--- config.mk ---
export PLATFORM = sky130hd
export DESIGN_NAME = dahash_filter
export DESIGN_NICKNAME = d
export VERILOG_FILES = /design/src/rtl/dahash_pkg.sv /design/src/rtl/dahash_capture.sv /design/src/rtl/dahash_fold.sv /design/src/rtl/dahash_table.sv /design/src/rtl/dahash_filter.sv
export SDC_FILE = /design/constraint.sdc
export NUM_CORES = 1
export LEC_CHECK = 0
export ABC_CLOCK_PERIOD_IN_PS = 2950
export CAP_MARGIN = 10
export CORE_ASPECT_RATIO = 1.4
export CORE_MARGIN = 3
export CORE_UTILIZATION = 55
export DETAILED_ROUTE_END_ITERATION = 10
export DONT_BUFFER_PORTS = 1
export GPL_TIMING_DRIVEN = 1
export PLACE_DENSITY_LB_ADDON = 0.08
export SLEW_MARGIN = 30
export SYNTH_ARGS = -nofsm -noshare
export SYNTH_HDL_FRONTEND = slang
export SYNTH_SLANG_ARGS = --single-unit
--- constraint.sdc ---
create_clock -name clk -period 2.95 [get_ports clk]
set_clock_uncertainty 0.1 [all_clocks]
set_input_delay 0.295 -clock clk [delete_from_list [all_inputs] [get_ports clk]]
set_output_delay 0.295 -clock clk [all_outputs]
set_load 0.03 [all_outputs]
--- src/rtl/dahash_pkg.sv ---
package dahash_pkg;
  // Verdict produced by one lookup
  typedef struct packed {
    logic hit;
    logic mc;
  } dahash_result_t;
endpackage

--- src/rtl/dahash_capture.sv ---
// Collects the destination address bytes of a frame and flags the sixth.
module dahash_capture #(
  parameter int DATA_W     = 8,
  parameter int ADDR_BYTES = 6,
  localparam int ADDR_W    = DATA_W * ADDR_BYTES,
  localparam int HOLD_N    = ADDR_BYTES - 1,
  localparam int CNT_W     = $clog2(ADDR_BYTES + 1)
) (
  input  logic              clk,
  input  logic              rst,
  input  logic [DATA_W-1:0] rx_data,
  input  logic              rx_valid,
  input  logic              rx_sof,
  output logic              last_byte,
  output logic [ADDR_W-1:0] lookup_addr
);

  logic [CNT_W-1:0]         cnt;
  logic [HOLD_N*DATA_W-1:0] held;
  logic                     sof_take;
  logic                     mid_take;

  assign sof_take = rx_valid && rx_sof;
  assign mid_take = rx_valid && !rx_sof && (cnt < CNT_W'(ADDR_BYTES));

  // cnt = bytes taken in the current frame; parked at ADDR_BYTES when idle
  always_ff @(posedge clk) begin
    if (rst) begin
      cnt <= CNT_W'(ADDR_BYTES);
    end else if (sof_take) begin
      cnt <= CNT_W'(1);
    end else if (mid_take) begin
      cnt <= cnt + CNT_W'(1);
    end
  end

  // Only the first ADDR_BYTES-1 bytes are stored; the last is used as it arrives
  always_ff @(posedge clk) begin
    for (int b = 0; b < HOLD_N; b++) begin
      if ((sof_take && b == 0) || (mid_take && cnt == CNT_W'(b))) begin
        held[b*DATA_W +: DATA_W] <= rx_data;
      end
    end
  end

  assign last_byte   = mid_take && (cnt == CNT_W'(ADDR_BYTES - 1));
  assign lookup_addr = {rx_data, held};

endmodule

--- src/rtl/dahash_fold.sv ---
// Folds the address into an index: bit k is the XOR of bits k, k+IDX_W, ...
module dahash_fold #(
  parameter int ADDR_W = 48,
  parameter int IDX_W  = 6
) (
  input  logic [ADDR_W-1:0] addr,
  output logic [IDX_W-1:0]  idx
);

  for (genvar k = 0; k < IDX_W; k++) begin : g_bit
    logic acc;
    always_comb begin
      acc = 1'b0;
      for (int j = k; j < ADDR_W; j += IDX_W) begin
        acc = acc ^ addr[j];
      end
    end
    assign idx[k] = acc;
  end

endmodule

--- src/rtl/dahash_table.sv ---
// Hash table held as software-written words, read one bit at a time.
module dahash_table #(
  parameter int IDX_W      = 6,
  parameter int WORD_W     = 32,
  localparam int TBL_W     = 1 << IDX_W,
  localparam int NUM_WORDS = TBL_W / WORD_W,
  localparam int SEL_W     = (NUM_WORDS > 1) ? $clog2(NUM_WORDS) : 1,
  localparam int BIT_W     = $clog2(WORD_W)
) (
  input  logic              clk,
  input  logic              rst,
  input  logic              we,
  input  logic [SEL_W-1:0]  sel,
  input  logic [WORD_W-1:0] wdata,
  input  logic [IDX_W-1:0]  idx,
  output logic              bit_out
);

  logic [WORD_W-1:0] words [NUM_WORDS];
  logic [SEL_W-1:0]  rd_word;
  logic [BIT_W-1:0]  rd_bit;

  always_ff @(posedge clk) begin
    if (rst) begin
      for (int w = 0; w < NUM_WORDS; w++) begin
        words[w] <= '0;
      end
    end else if (we) begin
      words[sel] <= wdata;
    end
  end

  if (NUM_WORDS > 1) begin : g_multi
    assign rd_word = idx[IDX_W-1 -: SEL_W];
  end else begin : g_single
    assign rd_word = '0;
  end
  assign rd_bit  = idx[BIT_W-1:0];
  assign bit_out = words[rd_word][rd_bit];

endmodule

--- src/rtl/dahash_filter.sv ---
// Destination address hash filter: top level.
module dahash_filter
  import dahash_pkg::*;
#(
  parameter int DATA_W      = 8,
  parameter int ADDR_BYTES  = 6,
  parameter int IDX_W       = 6,
  parameter int WORD_W      = 32,
  localparam int ADDR_W     = DATA_W * ADDR_BYTES,
  localparam int TBL_W      = 1 << IDX_W,
  localparam int NUM_WORDS  = TBL_W / WORD_W,
  localparam int SEL_W      = (NUM_WORDS > 1) ? $clog2(NUM_WORDS) : 1
) (
  input  logic              clk,
  input  logic              rst,
  input  logic [DATA_W-1:0] rx_data,
  input  logic              rx_valid,
  input  logic              rx_sof,
  input  logic              tbl_we,
  input  logic [SEL_W-1:0]  tbl_sel,
  input  logic [WORD_W-1:0] tbl_wdata,
  input  logic              ucast_en,
  input  logic              mcast_en,
  output logic              match_vld,
  output logic              match_hit,
  output logic              match_mc
);

  logic              last_byte;
  logic [ADDR_W-1:0] lookup_addr;
  logic [IDX_W-1:0]  idx;
  logic              tbl_bit;
  dahash_result_t    res_d;
  dahash_result_t    res_q;

  dahash_capture #(
    .DATA_W     (DATA_W),
    .ADDR_BYTES (ADDR_BYTES)
  ) i_capture (
    .clk         (clk),
    .rst         (rst),
    .rx_data     (rx_data),
    .rx_valid    (rx_valid),
    .rx_sof      (rx_sof),
    .last_byte   (last_byte),
    .lookup_addr (lookup_addr)
  );

  dahash_fold #(
    .ADDR_W (ADDR_W),
    .IDX_W  (IDX_W)
  ) i_fold (
    .addr (lookup_addr),
    .idx  (idx)
  );

  dahash_table #(
    .IDX_W  (IDX_W),
    .WORD_W (WORD_W)
  ) i_table (
    .clk     (clk),
    .rst     (rst),
    .we      (tbl_we),
    .sel     (tbl_sel),
    .wdata   (tbl_wdata),
    .idx     (idx),
    .bit_out (tbl_bit)
  );

  // Address bit 0 is the group bit: it picks which enable gates the match
  always_comb begin
    res_d.mc  = lookup_addr[0];
    res_d.hit = tbl_bit && (lookup_addr[0] ? mcast_en : ucast_en);
  end

  always_ff @(posedge clk) begin
    if (rst) begin
      match_vld <= 1'b0;
      res_q     <= '0;
    end else begin
      match_vld <= last_byte;
      if (last_byte) begin
        res_q <= res_d;
      end else if (rx_valid && rx_sof) begin
        res_q <= '0;
      end
    end
  end

  assign match_hit = res_q.hit;
  assign match_mc  = res_q.mc;

endmodule

# ---- Word level (Yosys, flattened, before mapping)
# Memory sizes are Yosys's and may differ from the RTL's.
# Cells that the tools add are included.
# Widths: inputs -> output; s select.
dict set report op_classes {
  n_lt_le_gt_ge 2
  n_reduce_logical 16
  muxes 15
  bitwise_logic 42
  add_sub_neg 1
  eq_ne 5
}
# operator count
set ops {}
lappend ops {{$xor 1x1->1} 42}
lappend ops {{$mux 32} 1}
lappend ops {{$reduce_or 32->1} 1}
lappend ops {{$logic_and 1x1->1} 10}
lappend ops {{$mux 1} 9}
lappend ops {{$eq 3x2->1 const B} 2}
lappend ops {{$eq 3x3->1 const B} 2}
lappend ops {{$lt 5x6->1 const B} 1}
lappend ops {{$mux 3} 2}
lappend ops {{$bmux 1 s5} 1}
lappend ops {{$mux 2} 2}
lappend ops {{$reduce_bool 2->1} 2}
lappend ops {{$add 3x1->3 const B} 1}
lappend ops {{$eq 3x1->1 const B} 1}
lappend ops {{$logic_not 3->1} 1}
lappend ops {{$lt 3x3->1 const B} 1}
lappend ops {{$logic_not 1->1} 1}
lappend ops {{$logic_or 1x1->1} 1}
dict set report word_totals {
  n_memories 1
  ff_bits 46
  output_inout_bits 3
  ram_bits 64
  wordCells 91
  inputBits 48
}
# name words word_bits rd rd_clocked_by_memory_dff wr line_no
set mem_list {}
lappend mem_list {i_table.words 2 32 1 0 2 dahash_table.sv:19} ;# logic [WORD_W-1:0] words [NUM_WORDS];

# ---- Depth between registers and ports, before layout
# An unclocked memory read counts as a cell.
dict set report depth {
  ltp_word 12
  depth_mapped 9
  depth_no_buf 8
}

# ---- Modules after synthesis
# From an unflattened synthesis, not the netlist that was laid out.
dict set report hier_totals {
  hier_cells 316
  hier_area_um2 5017.3
}
# mod n_inst cells_per_inst seq_area_each_um2 area_per_inst_um2
set modules_own_cells {}
lappend modules_own_cells {dahash_table 1 178 1921.8 2965.3}
lappend modules_own_cells {dahash_capture 1 77 1261.2 1517.7}
lappend modules_own_cells {dahash_fold 1 48 0.0 412.9}
lappend modules_own_cells {dahash_filter 1 13 60.1 121.4}

# ---- Worst setup path after synthesis
# OpenSTA, ideal clock, no wires.
dict set report synth_path {
  path_type {register -> register}
  from {register i_capture.held[29]}
  to {register res_q (netlist bit match_hit)}
  path_stages_with_launch 8
  period_less_slack_ps 2365
  path_buffers 0
  path_slack_ps 585
  t_arrival_ps 2139
  required_time_ps 2724
  setup_ps 126
  path_cell_list {edfxtp_1 -> xnor2_1 -> xnor2_1 -> xnor2_2 -> mux4_1 -> a22o_1 -> nor4_1 -> o31ai_1}
}
dict set report synth_via {
  elab_chain_len 9
}
# element line_no
set synth_rtl {}
lappend synth_rtl {{start, declared} dahash_capture.sv:19} ;# logic [HOLD_N*DATA_W-1:0] held;
lappend synth_rtl {{start signal, assigned by index} dahash_capture.sv:41} ;# held[b*DATA_W +: DATA_W] <= rx_data;
lappend synth_rtl {{$xor 1x1->1 (4 in a row)} dahash_fold.sv:15} ;# acc = acc ^ addr[j];
lappend synth_rtl {{$mem_v2 2x32} -}
lappend synth_rtl {{$bmux 1 s5} dahash_table.sv:39} ;# assign bit_out = words[rd_word][rd_bit];
lappend synth_rtl {{$mux 1 (not written as such)} dahash_table.sv:39}
lappend synth_rtl {{$logic_and 1x1->1} dahash_filter.sv:73} ;# res_d.hit = tbl_bit && (lookup_addr[0] ? mcast_en : ucast_en);
lappend synth_rtl {{$mux 2} dahash_filter.sv:82} ;# if (last_byte) begin
lappend synth_rtl {{end signal, assigned} dahash_filter.sv:83} ;# res_q <= res_d;
lappend synth_rtl {{end, declared} dahash_filter.sv:34} ;# dahash_result_t res_q;
# No other way between the ends. The select of a mux whose other input is x is not followed.
# A chain may end at the register's enable or synchronous reset.

# ---- Final worst setup path
dict set report layout_path {
  from {register i_capture.held[17]}
  to {register res_q (netlist bit match_hit)}
}
dict set report layout_via {
  elab_chain_len 11
}
# element line_no
set layout_rtl {}
lappend layout_rtl {{$xor 1x1->1 (6 in a row)} dahash_fold.sv:15}
lappend layout_rtl {{$mem_v2 2x32} -}
lappend layout_rtl {{$bmux 1 s5} dahash_table.sv:39}
lappend layout_rtl {{$mux 1 (not written as such)} dahash_table.sv:39}
lappend layout_rtl {{$logic_and 1x1->1} dahash_filter.sv:73}
lappend layout_rtl {{$mux 2} dahash_filter.sv:82}
# No other way between the ends. The select of a mux whose other input is x is not followed.

==> impl_results.md <==
- Outcome: finished clean
- Root Buffer Master: clkbuf_16
- Post-Syn Area: 4999 um2
- CTS max path bufs: 2
- Max Fclk: 384.3 MHz
- Worst slew pin tran: 798.6 ps
- CP Data Arrival Time: 2770 ps
- Postcts setup bufs: 0
- Final Hold Vio Count: 0
- VDD IR max: 0.3904 mV
- Largest net degree at the start of global routing: 33
- Placed cells: 421
- Ys Warns: 0
- Critical path peak fanout: 10
- Synthesized area per cell: 15.57 um2
- Crit Path Category: reg2reg
- Total negative slack: 0 ps
- Initial DRC Count: 111
- Avg WL per Cell: 19.58 um
- Synth cell count leaders: edfxtp_1, and2_1, xnor2_1
- Most frequent cell after synthesis: edfxtp_1
- R2R Path Start: i_capture.held[17]$_DFFE_PP_
- Synth Register Bits: 110
- Global-route wire length before repair: 14,010 um
- Htree depth: 3
- Area grow syn2layout: 10.44%
- IO Port Bufs: 0
- Share of flip-flops with an asynchronous set or reset: 0%
- Via density: 5.609
- Synth top area cells: edfxtp_1, and2_1, xnor2_1, mux2i_1, mux4_1
- Final Util: 63.39%
- Post-synth top area cell: edfxtp_1
- Hpwl dp: 6007 um
- Mapped Cells: 321
- Antenna viol nets, final: 0
- Top-area cell type share of the netlist area: 62.48%
- Die Ht: 118.8 um
- Min Tclk post-route: 2602 ps
- Critical Path RT: 3120 ps
- Final Non-Filler Cells: 447
- Post-synthesis sequential area ratio: 64.88%
- FF-to-FF End: match_hit$_SDFFE_PP0P_
- Leakage power: 1.968 nW
- Core footprint: 8708 um2
- Grt total ovfl: 0
- Met1 usage: 22.13%
- Endpoint class of the critical path: register
- RSZ-0062 raised after global routing: no
- DIE WIDTH: 86.57 um
- TritonCTS clock tree: done
- Starting density of the core: 57.40%
- Worst Hold Depth: 1
- Total number of vias: 2,507
- Hold path start: tbl_wdata[31]
- Syn Nets: 374
- Row count: 40
- Final Cycle Share: 88.21%
- HP Class: in2reg
- Global route hottest layer: met2
- Final Power: 3.332 mW
- Total GRT Usage: 18.60%
- Yosys cell types: 45
- Vias in the first global route: 2,756
- Length in cells of the worst reg-to-reg path: 9
- I/O Pins: 51
- Die ar.: 10,280 um2
- Met3 track demand over resource: 4.603%
- Clock Latency Late Sink: 350 ps
- # fillers: 667
- EDFF count, synth: 104
- CTS sink cnt: 110
- Num CTS Buffers: 9
- Max cap viols: 0
- Ant diodes: 0
- Final Max Slew Viols: 0
- Initial antenna violation count: 0
- Critical Path Start Type: register
- Layout net count: 390
- Met2 usage: 31.47%
- Hold path endpoint: i_table.words[1][31]$_SDFFCE_PN0P_
- DRC viols: 0
- Routability cong.: 0.7694
- Rel. slew slack: 46.65%
- Synth Flop Type: edfxtp_1
- R2R setup slack: 350 ps
- Layout cell share with drive strength beyond 1: 10.53%
- WL final: 8754 um
- DR pass1 iterations: 4
- Power Dens Cells: 603.6 nW/um2
- Final setup viols: 0
- Worst-path clk slew: 70 ps
==> flip-flops by register name, summed over array words and instances, names as in the netlist <==
signal / flops
i_table.words: 64
i_capture.held: 40
i_capture.cnt: 3
match_hit: 1
match_mc: 1
match_vld: 1
==> worst max path at each step <==
stage	startpoint	to	slack [ps]	depth (start not counted)
6_report	i_capture.held[17]$_DFFE_PP_	match_hit$_SDFFE_PP0P_	350	9
5_1_grt	i_capture.held[17]$_DFFE_PP_	match_hit$_SDFFE_PP0P_	90	9
4_1_cts	i_capture.held[17]$_DFFE_PP_	match_hit$_SDFFE_PP0P_	150	9
3_5_place_dp	i_capture.held[29]$_DFFE_PP_	match_hit$_SDFFE_PP0P_	180	9
3_3_place_gp	i_capture.held[17]$_DFFE_PP_	match_hit$_SDFFE_PP0P_	180	9
2_1_floorplan	i_capture.held[29]$_DFFE_PP_	match_hit$_SDFFE_PP0P_	590	7
==> through the flow <==
stage / cell area (um2) / hold WS [ps] / setup WS (ps)
after floorplan: 4999 / 293.9 / 585.4
after global placement: 5125 / 271.1 / 178.8
after detailed placement: 5125 / 275.8 / 184.6
after CTS: 5502 / 26.06 / 153.0
after global routing: 5520 / 25.85 / 90.98
final: 5520 / 38.71 / 347.8
==> cell usage in the layout (no fill, tap or decap), drive strengths merged, types with 2 or more instances in the layout <==
cell and n:
or2 2, nand2 6, mux2i 23, dlygate4sd3 10, and2 65, a221o 2, nor2 5, clkbuf 9
xor2 5, a21oi 2, dfxtp 6, nand4 2, and4 2, xnor2 38, nor2b 4, inv 5
clkinv 3, o21ai 3, a22o 2, edfxtp 104, and3 3, mux4 9, ha 5, clkinvlp 4
buf 6
==> report_power, final <==
part / leakage, nW / internal (mW) / switching, mW / total [mW]
Sequential: 1.04 / 1.80 / 0.0280 / 1.82
Combinational: 0.804 / 0.193 / 0.205 / 0.398
Clock: 0.121 / 0.572 / 0.537 / 1.11
==> cells by family after synthesis <==
group	after synthesis	synth area share, %
AO/OA/AOI/OAI	17	2.629
flip-flops	110	64.88
AND/OR/NAND/NOR	98	12.29
XOR/XNOR	43	8.210
buffers and inverters	16	1.627
multiplexers	32	9.111
adder cells (fa/ha/maj)	5	1.252
==> routing by layer <==
layer	wire length [um]	share of wire, %
met5	0	0
met4	199	2.3
met3	476	5.4
met1	3377	39
met2	4701	54
==> worst max-delay path, stage by stage, from the launching register on <==
cell and delay [ps]:
edfxtp_1 380, xnor2_1 210, xnor2_1 180, xnor2_4 430, buf_4 300, and2b_4 210, a221oi_2 230, nand2_1 80
and4_1 200, o31ai_1 200
==> final cells by class <==
type / instances / area (um2) / share of cell area, %
Sequential cell: 110 / 3243 / 58.75
Multi-Input combinational cell: 195 / 1705 / 30.89
Clock buffer: 9 / 225.2 / 4.080
Timing Repair Buffer: 16 / 145.1 / 2.629
Tap cell: 105 / 131.4 / 2.380
Clock inverter: 7 / 51.30 / 0.9293
Inverter: 5 / 18.77 / 0.3400
==> timing repair <==
| action | in CTS | in global routing |
|---|---|---|
| endpoints found under the hold margin | 45 | 0 |
| hold buffers | 10 | 0 |
| resized for setup | 0 | 1 |
| endpoints found under the setup margin | 0 | 1 |
Note: power is estimated with default switching activity, not from simulation.
